### src/rtl/i2ct_pkg.sv
package i2ct_pkg;

  typedef enum logic [3:0] {
    ST_IDLE,
    ST_ADDR,
    ST_AACK,
    ST_RX,
    ST_RXLD,
    ST_RACK,
    ST_TXLD,
    ST_TX,
    ST_TACK,
    ST_PARK
  } tgt_state_e;

  typedef struct packed {
    logic hit;
    logic second;
    logic gcall;
  } match_t;

endpackage

### src/rtl/i2ct_line_mon.sv
module i2ct_line_mon #(
  parameter int STAGES = 2
) (
  input  logic clk,
  input  logic rst,
  input  logic scl_raw,
  input  logic sda_raw,
  output logic sda_s,
  output logic scl_rise,
  output logic scl_fall,
  output logic start_c,
  output logic stop_c
);

  logic [STAGES-1:0] scl_pipe;
  logic [STAGES-1:0] sda_pipe;
  logic scl_q;
  logic sda_q;
  logic scl_s;

  always_ff @(posedge clk) begin
    if (rst) begin
      scl_pipe <= '1;
      sda_pipe <= '1;
      scl_q    <= 1'b1;
      sda_q    <= 1'b1;
    end else begin
      scl_pipe <= {scl_pipe[STAGES-2:0], scl_raw};
      sda_pipe <= {sda_pipe[STAGES-2:0], sda_raw};
      scl_q    <= scl_pipe[STAGES-1];
      sda_q    <= sda_pipe[STAGES-1];
    end
  end

  assign scl_s    = scl_pipe[STAGES-1];
  assign sda_s    = sda_pipe[STAGES-1];
  assign scl_rise = scl_s & ~scl_q;
  assign scl_fall = ~scl_s & scl_q;
  assign start_c  = scl_s & scl_q & sda_q & ~sda_s;
  assign stop_c   = scl_s & scl_q & ~sda_q & sda_s;

endmodule

### src/rtl/i2ct_addr_match.sv
module i2ct_addr_match
  import i2ct_pkg::*;
#(
  parameter int AW = 7
) (
  input  logic [AW-1:0] rx_addr,
  input  logic [AW-1:0] own_a,
  input  logic [AW-1:0] own_b,
  input  logic          gc_en,
  output match_t        m
);

  logic zero_addr;
  logic eq_a;
  logic eq_b;

  always_comb begin
    zero_addr = (rx_addr == '0);
    eq_a      = ~zero_addr & (rx_addr == own_a);
    eq_b      = ~zero_addr & (rx_addr == own_b);
    m.gcall   = zero_addr & gc_en;
    m.second  = eq_b & ~eq_a;
    m.hit     = m.gcall | eq_a | eq_b;
  end

endmodule

### src/rtl/i2ct_engine.sv
module i2ct_engine
  import i2ct_pkg::*;
#(
  parameter int AW = 7,
  parameter int DW = 8
) (
  input  logic          clk,
  input  logic          rst,
  input  logic          scl_rise,
  input  logic          scl_fall,
  input  logic          start_c,
  input  logic          stop_c,
  input  logic          sda_s,
  input  match_t        m,
  input  logic          no_stretch,
  input  logic [DW-1:0] tx_data,
  input  logic          tx_write,
  input  logic          rx_read,
  output logic [AW-1:0] addr_field,
  output logic          sda_pull,
  output logic          scl_pull,
  output logic          tx_empty,
  output logic [DW-1:0] rx_data,
  output logic          rx_full,
  output logic          addr_hit,
  output logic          hit_second,
  output logic          gen_call,
  output logic          dir_tx,
  output logic          stop_seen,
  output logic          bus_err
);

  localparam int CW = $clog2(DW + 1);
  localparam logic [CW-1:0] LAST_BIT = CW'(DW);
  localparam logic [CW-1:0] EARLY_LIM = CW'(2);

  tgt_state_e    state;
  logic [CW-1:0] bitcnt;
  logic [DW-1:0] shreg;
  logic [DW-1:0] shtx;
  logic [DW-1:0] txbuf;
  logic          mack;
  logic          misplaced;

  assign addr_field = shreg[AW:1];

  // A condition is misplaced inside an acknowledge clock or after bit 2 of a byte
  always_comb begin
    case (state)
      ST_ADDR, ST_RX, ST_TX:    misplaced = (bitcnt >= EARLY_LIM);
      ST_AACK, ST_RACK, ST_TACK: misplaced = 1'b1;
      default:                   misplaced = 1'b0;
    endcase
  end

  always_ff @(posedge clk) begin
    if (rst) begin
      state      <= ST_IDLE;
      bitcnt     <= '0;
      shreg      <= '0;
      shtx       <= '0;
      txbuf      <= '0;
      mack       <= 1'b0;
      sda_pull   <= 1'b0;
      scl_pull   <= 1'b0;
      tx_empty   <= 1'b1;
      rx_data    <= '0;
      rx_full    <= 1'b0;
      addr_hit   <= 1'b0;
      hit_second <= 1'b0;
      gen_call   <= 1'b0;
      dir_tx     <= 1'b0;
      stop_seen  <= 1'b0;
      bus_err    <= 1'b0;
    end else begin
      stop_seen <= 1'b0;
      bus_err   <= 1'b0;
      if (rx_read) rx_full <= 1'b0;

      if (start_c || stop_c) begin
        if (misplaced) bus_err <= 1'b1;
        else if (stop_c && addr_hit && state != ST_IDLE) stop_seen <= 1'b1;
        sda_pull <= 1'b0;
        scl_pull <= 1'b0;
        bitcnt   <= '0;
        if (start_c) begin
          state      <= ST_ADDR;
          addr_hit   <= 1'b0;
          hit_second <= 1'b0;
          gen_call   <= 1'b0;
          dir_tx     <= 1'b0;
        end else begin
          state <= ST_IDLE;
        end
      end else begin
        case (state)
          ST_ADDR: begin
            if (scl_rise) begin
              shreg  <= {shreg[DW-2:0], sda_s};
              bitcnt <= bitcnt + 1'b1;
            end else if (scl_fall && bitcnt == LAST_BIT) begin
              if (m.hit) begin
                sda_pull   <= 1'b1;
                addr_hit   <= 1'b1;
                hit_second <= m.second;
                gen_call   <= m.gcall;
                dir_tx     <= shreg[0];
                state      <= ST_AACK;
              end else begin
                state <= ST_IDLE;
              end
            end
          end
          ST_AACK: begin
            if (scl_fall) begin
              sda_pull <= 1'b0;
              bitcnt   <= '0;
              state    <= dir_tx ? ST_TXLD : ST_RX;
            end
          end
          ST_RX: begin
            if (scl_rise) begin
              shreg  <= {shreg[DW-2:0], sda_s};
              bitcnt <= bitcnt + 1'b1;
            end else if (scl_fall && bitcnt == LAST_BIT) begin
              state <= ST_RXLD;
            end
          end
          ST_RXLD: begin
            if (!rx_full || no_stretch) begin
              rx_data  <= shreg;
              rx_full  <= 1'b1;
              sda_pull <= 1'b1;
              state    <= ST_RACK;
            end else begin
              scl_pull <= 1'b1;
            end
          end
          ST_RACK: begin
            // SDA settles one cycle before the clock hold is let go
            if (scl_pull) scl_pull <= 1'b0;
            if (scl_fall) begin
              sda_pull <= 1'b0;
              bitcnt   <= '0;
              state    <= ST_RX;
            end
          end
          ST_TXLD: begin
            if (!tx_empty || no_stretch) begin
              shtx     <= txbuf;
              sda_pull <= ~txbuf[DW-1];
              tx_empty <= 1'b1;
              bitcnt   <= '0;
              state    <= ST_TX;
            end else begin
              scl_pull <= 1'b1;
            end
          end
          ST_TX: begin
            if (scl_pull) scl_pull <= 1'b0;
            if (scl_rise) begin
              bitcnt <= bitcnt + 1'b1;
            end else if (scl_fall) begin
              if (bitcnt == LAST_BIT) begin
                sda_pull <= 1'b0;
                state    <= ST_TACK;
              end else if (bitcnt != '0) begin
                sda_pull <= ~shtx[DW-2];
                shtx     <= shtx << 1;
              end
            end
          end
          ST_TACK: begin
            if (scl_rise) begin
              mack <= ~sda_s;
            end else if (scl_fall) begin
              bitcnt <= '0;
              state  <= mack ? ST_TXLD : ST_PARK;
            end
          end
          default: ;
        endcase
      end

      if (tx_write) begin
        txbuf    <= tx_data;
        tx_empty <= 1'b0;
      end
    end
  end

endmodule

### src/rtl/i2c_target_port.sv
module i2c_target_port
  import i2ct_pkg::*;
#(
  parameter int AW          = 7,
  parameter int DW          = 8,
  parameter int SYNC_STAGES = 2
) (
  input  logic          clk,
  input  logic          rst,
  input  logic          scl_in,
  input  logic          sda_in,
  output logic          scl_pull,
  output logic          sda_pull,
  input  logic [AW-1:0] own_addr_a,
  input  logic [AW-1:0] own_addr_b,
  input  logic          gc_enable,
  input  logic          no_stretch,
  input  logic [DW-1:0] tx_data,
  input  logic          tx_write,
  output logic          tx_empty,
  output logic [DW-1:0] rx_data,
  output logic          rx_full,
  input  logic          rx_read,
  output logic          addr_hit,
  output logic          hit_second,
  output logic          gen_call,
  output logic          dir_tx,
  output logic          stop_seen,
  output logic          bus_err
);

  logic          sda_s;
  logic          scl_rise;
  logic          scl_fall;
  logic          start_c;
  logic          stop_c;
  logic [AW-1:0] addr_field;
  match_t        m;

  i2ct_line_mon #(.STAGES(SYNC_STAGES)) u_mon (
    .clk      (clk),
    .rst      (rst),
    .scl_raw  (scl_in),
    .sda_raw  (sda_in),
    .sda_s    (sda_s),
    .scl_rise (scl_rise),
    .scl_fall (scl_fall),
    .start_c  (start_c),
    .stop_c   (stop_c)
  );

  i2ct_addr_match #(.AW(AW)) u_match (
    .rx_addr (addr_field),
    .own_a   (own_addr_a),
    .own_b   (own_addr_b),
    .gc_en   (gc_enable),
    .m       (m)
  );

  i2ct_engine #(.AW(AW), .DW(DW)) u_eng (
    .clk        (clk),
    .rst        (rst),
    .scl_rise   (scl_rise),
    .scl_fall   (scl_fall),
    .start_c    (start_c),
    .stop_c     (stop_c),
    .sda_s      (sda_s),
    .m          (m),
    .no_stretch (no_stretch),
    .tx_data    (tx_data),
    .tx_write   (tx_write),
    .rx_read    (rx_read),
    .addr_field (addr_field),
    .sda_pull   (sda_pull),
    .scl_pull   (scl_pull),
    .tx_empty   (tx_empty),
    .rx_data    (rx_data),
    .rx_full    (rx_full),
    .addr_hit   (addr_hit),
    .hit_second (hit_second),
    .gen_call   (gen_call),
    .dir_tx     (dir_tx),
    .stop_seen  (stop_seen),
    .bus_err    (bus_err)
  );

endmodule

### config.mk
export PLATFORM = sky130hd
export DESIGN_NAME = i2c_target_port
export DESIGN_NICKNAME = d
export VERILOG_FILES = /design/src/rtl/i2ct_pkg.sv /design/src/rtl/i2ct_line_mon.sv /design/src/rtl/i2ct_addr_match.sv /design/src/rtl/i2ct_engine.sv /design/src/rtl/i2c_target_port.sv
export SDC_FILE = /design/constraint.sdc
export NUM_CORES = 1
export LEC_CHECK = 0
export BUFFER_PORTS_ARGS = -buffer_cell sky130_fd_sc_hd__buf_2
export CORE_MARGIN = 2
export CORE_UTILIZATION = 50
export DETAILED_ROUTE_END_ITERATION = 10
export PLACE_DENSITY = 0.75
export SLEW_MARGIN = 20
export SYNTH_ARGS = -nofsm -noshare
export SYNTH_HDL_FRONTEND = slang
export SYNTH_SLANG_ARGS = --single-unit
### constraint.sdc
create_clock -name clk -period 2.2 [get_ports clk]
set_input_delay 0.11 -clock clk [delete_from_list [all_inputs] [get_ports clk]]
set_output_delay 0.11 -clock clk [all_outputs]
set_load 0.03 [all_outputs]
Word-level counts from Yosys, hierarchy flattened
Cells that the tools add are included.
{"block": "totals", "ff_bits": 56, "input_bits": 30, "output_inout_bits": 18, "elab_cells": 199}
{"block": "classes", "n_addsub": 1, "order_cmp": 1, "n_eq_ne": 42, "n_mux": 73, "bitwise_logic": 22, "reduce_logical": 39}
{"operator": "$mux W4", "n": 19}
{"operator": "$mux W1", "n": 41}
{"operator": "$mux W7", "n": 5}
{"operator": "$pmux W4 S8", "n": 1}
{"operator": "$ne A3 B1 Y1 const B", "n": 10}
{"operator": "$ne A2 B1 Y1 const B", "n": 9}
{"operator": "$eq A4 B3 Y1 const B", "n": 4}
{"operator": "$ne A2 B2 Y1 const B", "n": 8}
{"operator": "$pmux W4 S4", "n": 1}
{"operator": "$reduce_and A3 Y1", "n": 5}
{"operator": "$eq A7 B7 Y1", "n": 2}
{"operator": "$pmux W7 S2", "n": 1}
{"operator": "$reduce_and A14 Y1", "n": 1}
{"operator": "$ne A3 B2 Y1 const B", "n": 4}
{"operator": "$reduce_bool A2 Y1", "n": 6}
{"operator": "$reduce_bool A4 Y1", "n": 3}
{"operator": "$and A1 B1 Y1", "n": 11}
{"operator": "$reduce_and A10 Y1", "n": 1}
{"operator": "$reduce_or A2 Y1", "n": 5}
{"operator": "$not A1 Y1", "n": 9}
{"operator": "$reduce_bool A9 Y1", "n": 1}
{"operator": "$reduce_or A3 Y1", "n": 3}
{"operator": "$eq A4 B2 Y1 const B", "n": 2}
{"operator": "$eq A4 B4 Y1 const B", "n": 2}
{"operator": "other kinds (18)", "n": 24}

Depth between registers and ports, before layout
{"block": "logic_depth", "depth_word": 10, "depth_mapped": 8, "mapped_depth_nobuf": 8}

By module
A second synthesis with hierarchy kept.
{"block": "unflattened", "hier_cells": 345, "area_unflattened_um2": 3061.7}
{"module": "i2ct_engine", "n_inst": 1, "cells_per_inst": 304, "area_per_inst_um2": 2665.1, "seq_area_each_um2": 1001.0}
{"module": "i2ct_addr_match", "n_inst": 1, "cells_per_inst": 25, "area_per_inst_um2": 206.4, "seq_area_each_um2": 0.0}
{"module": "i2ct_line_mon", "n_inst": 1, "cells_per_inst": 16, "area_per_inst_um2": 190.2, "seq_area_each_um2": 120.1}

Least setup slack after synthesis
OpenSTA, ideal clock, no wires.
{"block": "synth_timing", "path_kind": "reg2reg", "start": "register u_eng.shreg[4]", "end": "register u_eng.hit_second", "setup_ns": 0.121, "arrival_ns": 1.988, "required_ns": 2.079, "slack_ns": 0.090, "path_stages_with_launch": 7, "path_buffers": 0, "period_less_slack_ns": 2.110, "cell_sequence": "dfxtp_1 > or4_4 > nor4_4 > nor3_2 > a211oi_2 > nor4_4 > mux2_4"}
{"block": "synth_between", "elab_chain_cells": 10, "elab_cells_between_ends": 18, "cone_classes": "eq/ne: 2; mux: 5; bitwise: 8; reduce/logical: 3"}
{"item": "start, declared", "line": "i2ct_engine.sv:39", "rtl": "logic [DW-1:0] shreg;"}
{"item": "start signal, assigned", "line": "i2ct_engine.sv:99", "rtl": "shreg <= {shreg[DW-2:0], sda_s};"}
{"item": "start signal, assigned", "line": "i2ct_engine.sv:123", "rtl": "shreg <= {shreg[DW-2:0], sda_s};"}
{"item": "$logic_not A7 Y1", "line": "i2ct_addr_match.sv:18", "rtl": "zero_addr = (rx_addr == '0);"}
{"item": "$not A1 Y1", "line": "i2ct_addr_match.sv:19, i2ct_addr_match.sv:20"}
{"item": "$and A1 B1 Y1", "line": "i2ct_addr_match.sv:19", "rtl": "eq_a = ~zero_addr & (rx_addr == own_a);"}
{"item": "$not A1 Y1", "line": "i2ct_addr_match.sv:22", "rtl": "m.second = eq_b & ~eq_a;"}
{"item": "$and A1 B1 Y1", "line": "i2ct_addr_match.sv:22"}
{"item": "$mux W1", "line": "i2ct_engine.sv:102", "rtl": "if (m.hit) begin"}
{"item": "$mux W1", "line": "i2ct_engine.sv:101", "rtl": "end else if (scl_fall && bitcnt == LAST_BIT) begin"}
{"item": "$mux W1", "line": "i2ct_engine.sv:98", "rtl": "if (scl_rise) begin"}
{"item": "$mux W1", "line": "i2ct_engine.sv:96", "rtl": "case (state)"}
{"item": "$mux W1", "line": "i2ct_engine.sv:80", "rtl": "if (start_c || stop_c) begin"}
{"item": "end signal, assigned", "line": "i2ct_engine.sv:105", "rtl": "hit_second <= m.second;"}
{"item": "end, declared", "line": "i2ct_engine.sv:26", "rtl": "output logic hit_second,"}
Parallel ways exist; a longest one is shown, timed or not. The select of a mux whose other input is x is not followed.
A chain may end at the register's enable or synchronous reset.

Worst setup path in the final report
{"block": "layout_timing", "start": "register u_eng.shreg[4]", "end": "register u_eng.sda_pull"}
{"block": "layout_between", "elab_chain_cells": 7, "elab_cells_between_ends": 11, "cone_classes": "eq/ne: 3; bitwise: 6; reduce/logical: 2"}
{"item": "$logic_not A7 Y1", "line": "i2ct_addr_match.sv:18"}
{"item": "$not A1 Y1", "line": "i2ct_addr_match.sv:19, i2ct_addr_match.sv:20"}
{"item": "$and A1 B1 Y1", "line": "i2ct_addr_match.sv:19"}
{"item": "$or A1 B1 Y1", "line": "i2ct_addr_match.sv:23", "rtl": "m.hit = m.gcall | eq_a | eq_b;"}
{"item": "$or A1 B1 Y1 *", "line": "i2ct_addr_match.sv:23"}
{"item": "$ne A2 B2 Y1 (no source line) *"}
{"item": "$reduce_and A10 Y1 (no source line) *"}
{"item": "end signal, assigned", "line": "i2ct_engine.sv:151", "rtl": "sda_pull <= ~txbuf[DW-1];"}
{"item": "end signal, assigned", "line": "i2ct_engine.sv:168", "rtl": "sda_pull <= ~shtx[DW-2];"}
{"item": "end, declared", "line": "i2ct_engine.sv:20", "rtl": "output logic sda_pull,"}
Every way passes the cells marked *; elsewhere a longest branch is shown, timed or not.

==> metrics.md <==
| Metric | Value |
|---|---|
| Outcome | finished, final reports clean |
| DRC Markers | 0 |
| Reg-to-reg slack, setup | 10 ps |
| Fin. Hold Viols | 0 |
| CTS root buffer | clkbuf_8 |
| Via count | between 2,000 and 3,000 |
| Die outline area | about 0.0065 mm2 |
| Dpl cells | between 400 and 500 |
| Final max-slew violation count | 0 |
| R2R Path Start | u_eng.shreg[4]$_SDFFE_PP0P_ |
| Worst EP arrival | ~2400 ps |
| DR pass1 iterations | 4 |
| Final Power | 2.68 mW |
| Clk_skew | roughly 8 ps |
| Fillers | between 400 and 500 |
| Post-synth top area share | between 30 and 40% |
| Power Density | ~760 mW/mm2 |
| Static Leak | between 1 and 1.5 nW |
| Slew @ Worst Pin | around 470 ps |
| Largest net degree at the start of global routing | 29 |
| Final wirelength | around 7000 um |
| FP Rows | 27 |
| Slew margin rel. | around 69% |
| Startpoint types | flop |
| First-pass GRT wire length | 11,700 um |
| Worst Path Class, Setup | reg -> reg |
| Crit path launch | u_eng.shreg[4]$_SDFFE_PP0P_ |
| VDD IR max | about 0.0006 V |
| Initial Utilization | approximately 52% |
| Worst Setup EP | u_eng.sda_pull$_SDFFE_PP0P_ |
| CTS tree | yes |
| Crit path time final | around 2200 ps |
| Die Ht | approximately 80 um |
| Ys Warns | 0 |
| Area grow syn2layout | 20.5% |
| Yosys reg bits | 56 |
| Max cap viols | 0 |
| Core Footprint | between 0.005 and 0.006 mm2 |
| Synth Area per Inst | around 8.6 um2 |
| Hold path depth | 3 |
| Cell Area, Synth | 0.00292 mm2 |
| Post-DP HPWL | roughly 5100 um |
| Synth area leader | dfxtp_1 |
| Clock buffer depth | 2 |
| Vias in the first global route | about 2,600 |
| Final net count | roughly 430 |
| N_diodes | 0 |
| Initial antenna violation count | 0 |
| Final RePlAce weighted congestion | 0.993 |
| Worst reg2reg path endpoint | u_eng.sda_pull$_SDFFE_PP0P_ |
| GR Util All Layers | between 20% and 30% |
| Ports | 48 |
| Asr flop ratio synth | 0% |
| Post-Synthesis Cells | between 300 and 400 |
| Fmax | 458 MHz |
| Setup_tns | 0 ps |
| GRT overflow | 0 |
| Post-synth EDFFs | 0 |
| Post-layout util | ~63% |
| Port bufs | between 40 and 50 |
| DR WL/cell | roughly 15 um |
| Max H-tree Level | 2 |
| Mean number of vias per cell | roughly 5.6 |
| FF-to-FF path depth | 7 |
| Clock-pin slew on the worst setup and hold paths | ~100 ps |
| 1st-iter DRT viols | 253 |
| Clock sinks | 56 |
| Syn Nets | 372 |
| RSZ-0062 raised after global routing | yes |
| Later-pin clock latency in the skew report | around 310 ps |
| Layout cells sized above 1 | around 28% |
| Dominant cells by area after synthesis | dfxtp_1, mux2i_1, a21oi_1 |
| Yosys cell types | 52 |
| Antenna-violating nets left | 0 |
| CP required | ~2400 ps |
| Worst-path fanout max | 4 |
| Most used DFF post-synth | dfxtp_1 |
| Final std cells w/o fill | around 470 |
| Cts bufs inserted | 5 |
| Final period util | between 90% and 100% |
| Register area share after synthesis | approximately two fifths |
| Finish-stage setup viols | 0 |
| Min-delay worst type | in -> reg |
| Width of the die | ~80 um |
| Hold_sp | tx_data[0] |
| Critical Path End Type | flop |
how the worst min path moves through the flow:
| stage | end | slack, ps |
|---|---|---|
| 2_1_floorplan | u_mon.scl_pipe[0]$_SDFF_PP1_ | 210 |
| 3_3_place_gp | u_mon.sda_pipe[0]$_SDFF_PP1_ | 290 |
| 3_5_place_dp | u_mon.scl_pipe[0]$_SDFF_PP1_ | 300 |
| 4_1_cts | u_eng.txbuf[0]$_SDFFE_PP0P_ | 30 |
| 5_1_grt | u_eng.txbuf[5]$_SDFFE_PP0P_ | 40 |
| 6_report | u_eng.txbuf[0]$_SDFFE_PP0P_ | 30 |
where the power goes:
part | switching (mW) | internal (mW) | total (mW)
clock network | 0.329 | 0.448 | 0.777
registers | 0.0794 | 1.05 | 1.13
logic | 0.415 | 0.349 | 0.764
total | 0.823 | 1.85 | 2.68
registers in the layout, indices dropped and copies added (netlist names), 2 cells and up:
register        cells
u_eng.bitcnt        4
u_eng.rx_data       8
u_eng.shreg         8
u_eng.shtx          7
u_eng.state         4
u_eng.txbuf         8
u_mon.scl_pipe      2
u_mon.sda_pipe      2
cell families after synthesis:
family / Yosys count / synth area share (%)
AOI/OAI and AO/OA: 59 / 12.7
and+or+nand+nor: 144 / 26.7
adders and majority gates: 3 / 1.29
buffers and inverters: 26 / 3.61
xor gates and xnor gates: 16 / 4.81
muxes: 35 / 12.4
DFF: 56 / 38.5
synthesized netlist by cell type (3+ instances only):
| cell type | number |
|---|---|
| nor4_1 | 3 |
| o21ai_0 | 7 |
| clkbuf_1 | 13 |
| inv_1 | 5 |
| clkbuf_2 | 3 |
| xnor2_1 | 14 |
| a21oi_1 | 29 |
| nand2_1 | 26 |
| buf_2 | 3 |
| nor2_1 | 38 |
| ha_1 | 3 |
| or3_1 | 3 |
| mux2i_1 | 28 |
| nor3_1 | 6 |
| nand4_1 | 3 |
| mux2_2 | 6 |
| dfxtp_1 | 56 |
| a211oi_1 | 4 |
| nor2b_1 | 6 |
| nor3b_1 | 3 |
| nand2b_1 | 10 |
| nand3_1 | 21 |
| or3b_2 | 4 |
| or2_2 | 6 |
what timing repair did:
item	4_1_cts	5_1_grt
resized for setup	0	6
hold buffers	2	0
hold endpoints to repair	2	0
setup buffers	0	2
endpoints found under the setup margin	0	5
metal layers:
layer | vias up | track usage, % | part of all wire, %
met5 | - | 0 | 0
met4 | 0 | 7.12 | 1.7
met3 | 10 | 3.71 | 4.8
met2 | 79 | 39.3 | 49
met1 | 1246 | 30.0 | 44
li1 | 1317 | - | -
cells in the final DEF (no fill, tap or decap), types with 2 or more instances in the layout:
master	n
a211oi_1	4
buf_4	26
nor4_4	2
dfxtp_1	54
dfxtp_2	2
a22oi_1	2
o21a_1	2
nor3_2	2
nor4b_1	2
nand3b_1	2
xor2_1	2
inv_1	5
mux2i_1	28
nand4_1	3
nand2b_1	10
a31oi_1	2
a21boi_0	2
clkbuf_8	5
mux2_2	6
or2_2	6
nand2_1	26
nor3b_1	3
nand3_1	21
nor3_1	5
bufinv_16	2
a21oi_1	29
o32a_1	2
nor4_1	3
nor2b_1	6
dlygate4sd3_1	2
buf_2	47
ha_1	2
o21ai_0	7
and3_1	2
nor2_1	38
or3b_2	3
xnor2_1	14
or3_1	3
through the flow:
stage,cell area [um2],hold slack [ps],worst slack (ps)
2_1_floorplan,2920,214,90.3
3_3_place_gp,3330,293,123
3_5_place_dp,3330,296,93.7
4_1_cts,3480,26.5,79.8
5_1_grt,3510,44.9,-82.2
6_report,3510,28.6,14.5
layout make-up:
| class | count | area (um2) | share of cell area (%) |
|---|---|---|---|
| multi-input cells | 257 | 1700 | 48.4 |
| flip-flops and latches | 56 | 1120 | 32.0 |
| repair buffers | 75 | 450 | 12.8 |
| well taps | 72 | 90.1 | 2.57 |
| clock buffers | 5 | 68.8 | 1.96 |
| clock inverters | 2 | 60.1 | 1.71 |
| inverters | 5 | 18.8 | 0.534 |
worst max-delay path: stages, from the launching register on:
cell and delay [ps]:
dfxtp_2 330, or4_4 540, nor4_4 370, nor3_2 80, a211oi_2 330, buf_4 180, mux2i_1 160, a21oi_1 70
Note: power is estimated with default switching activity, not from simulation.
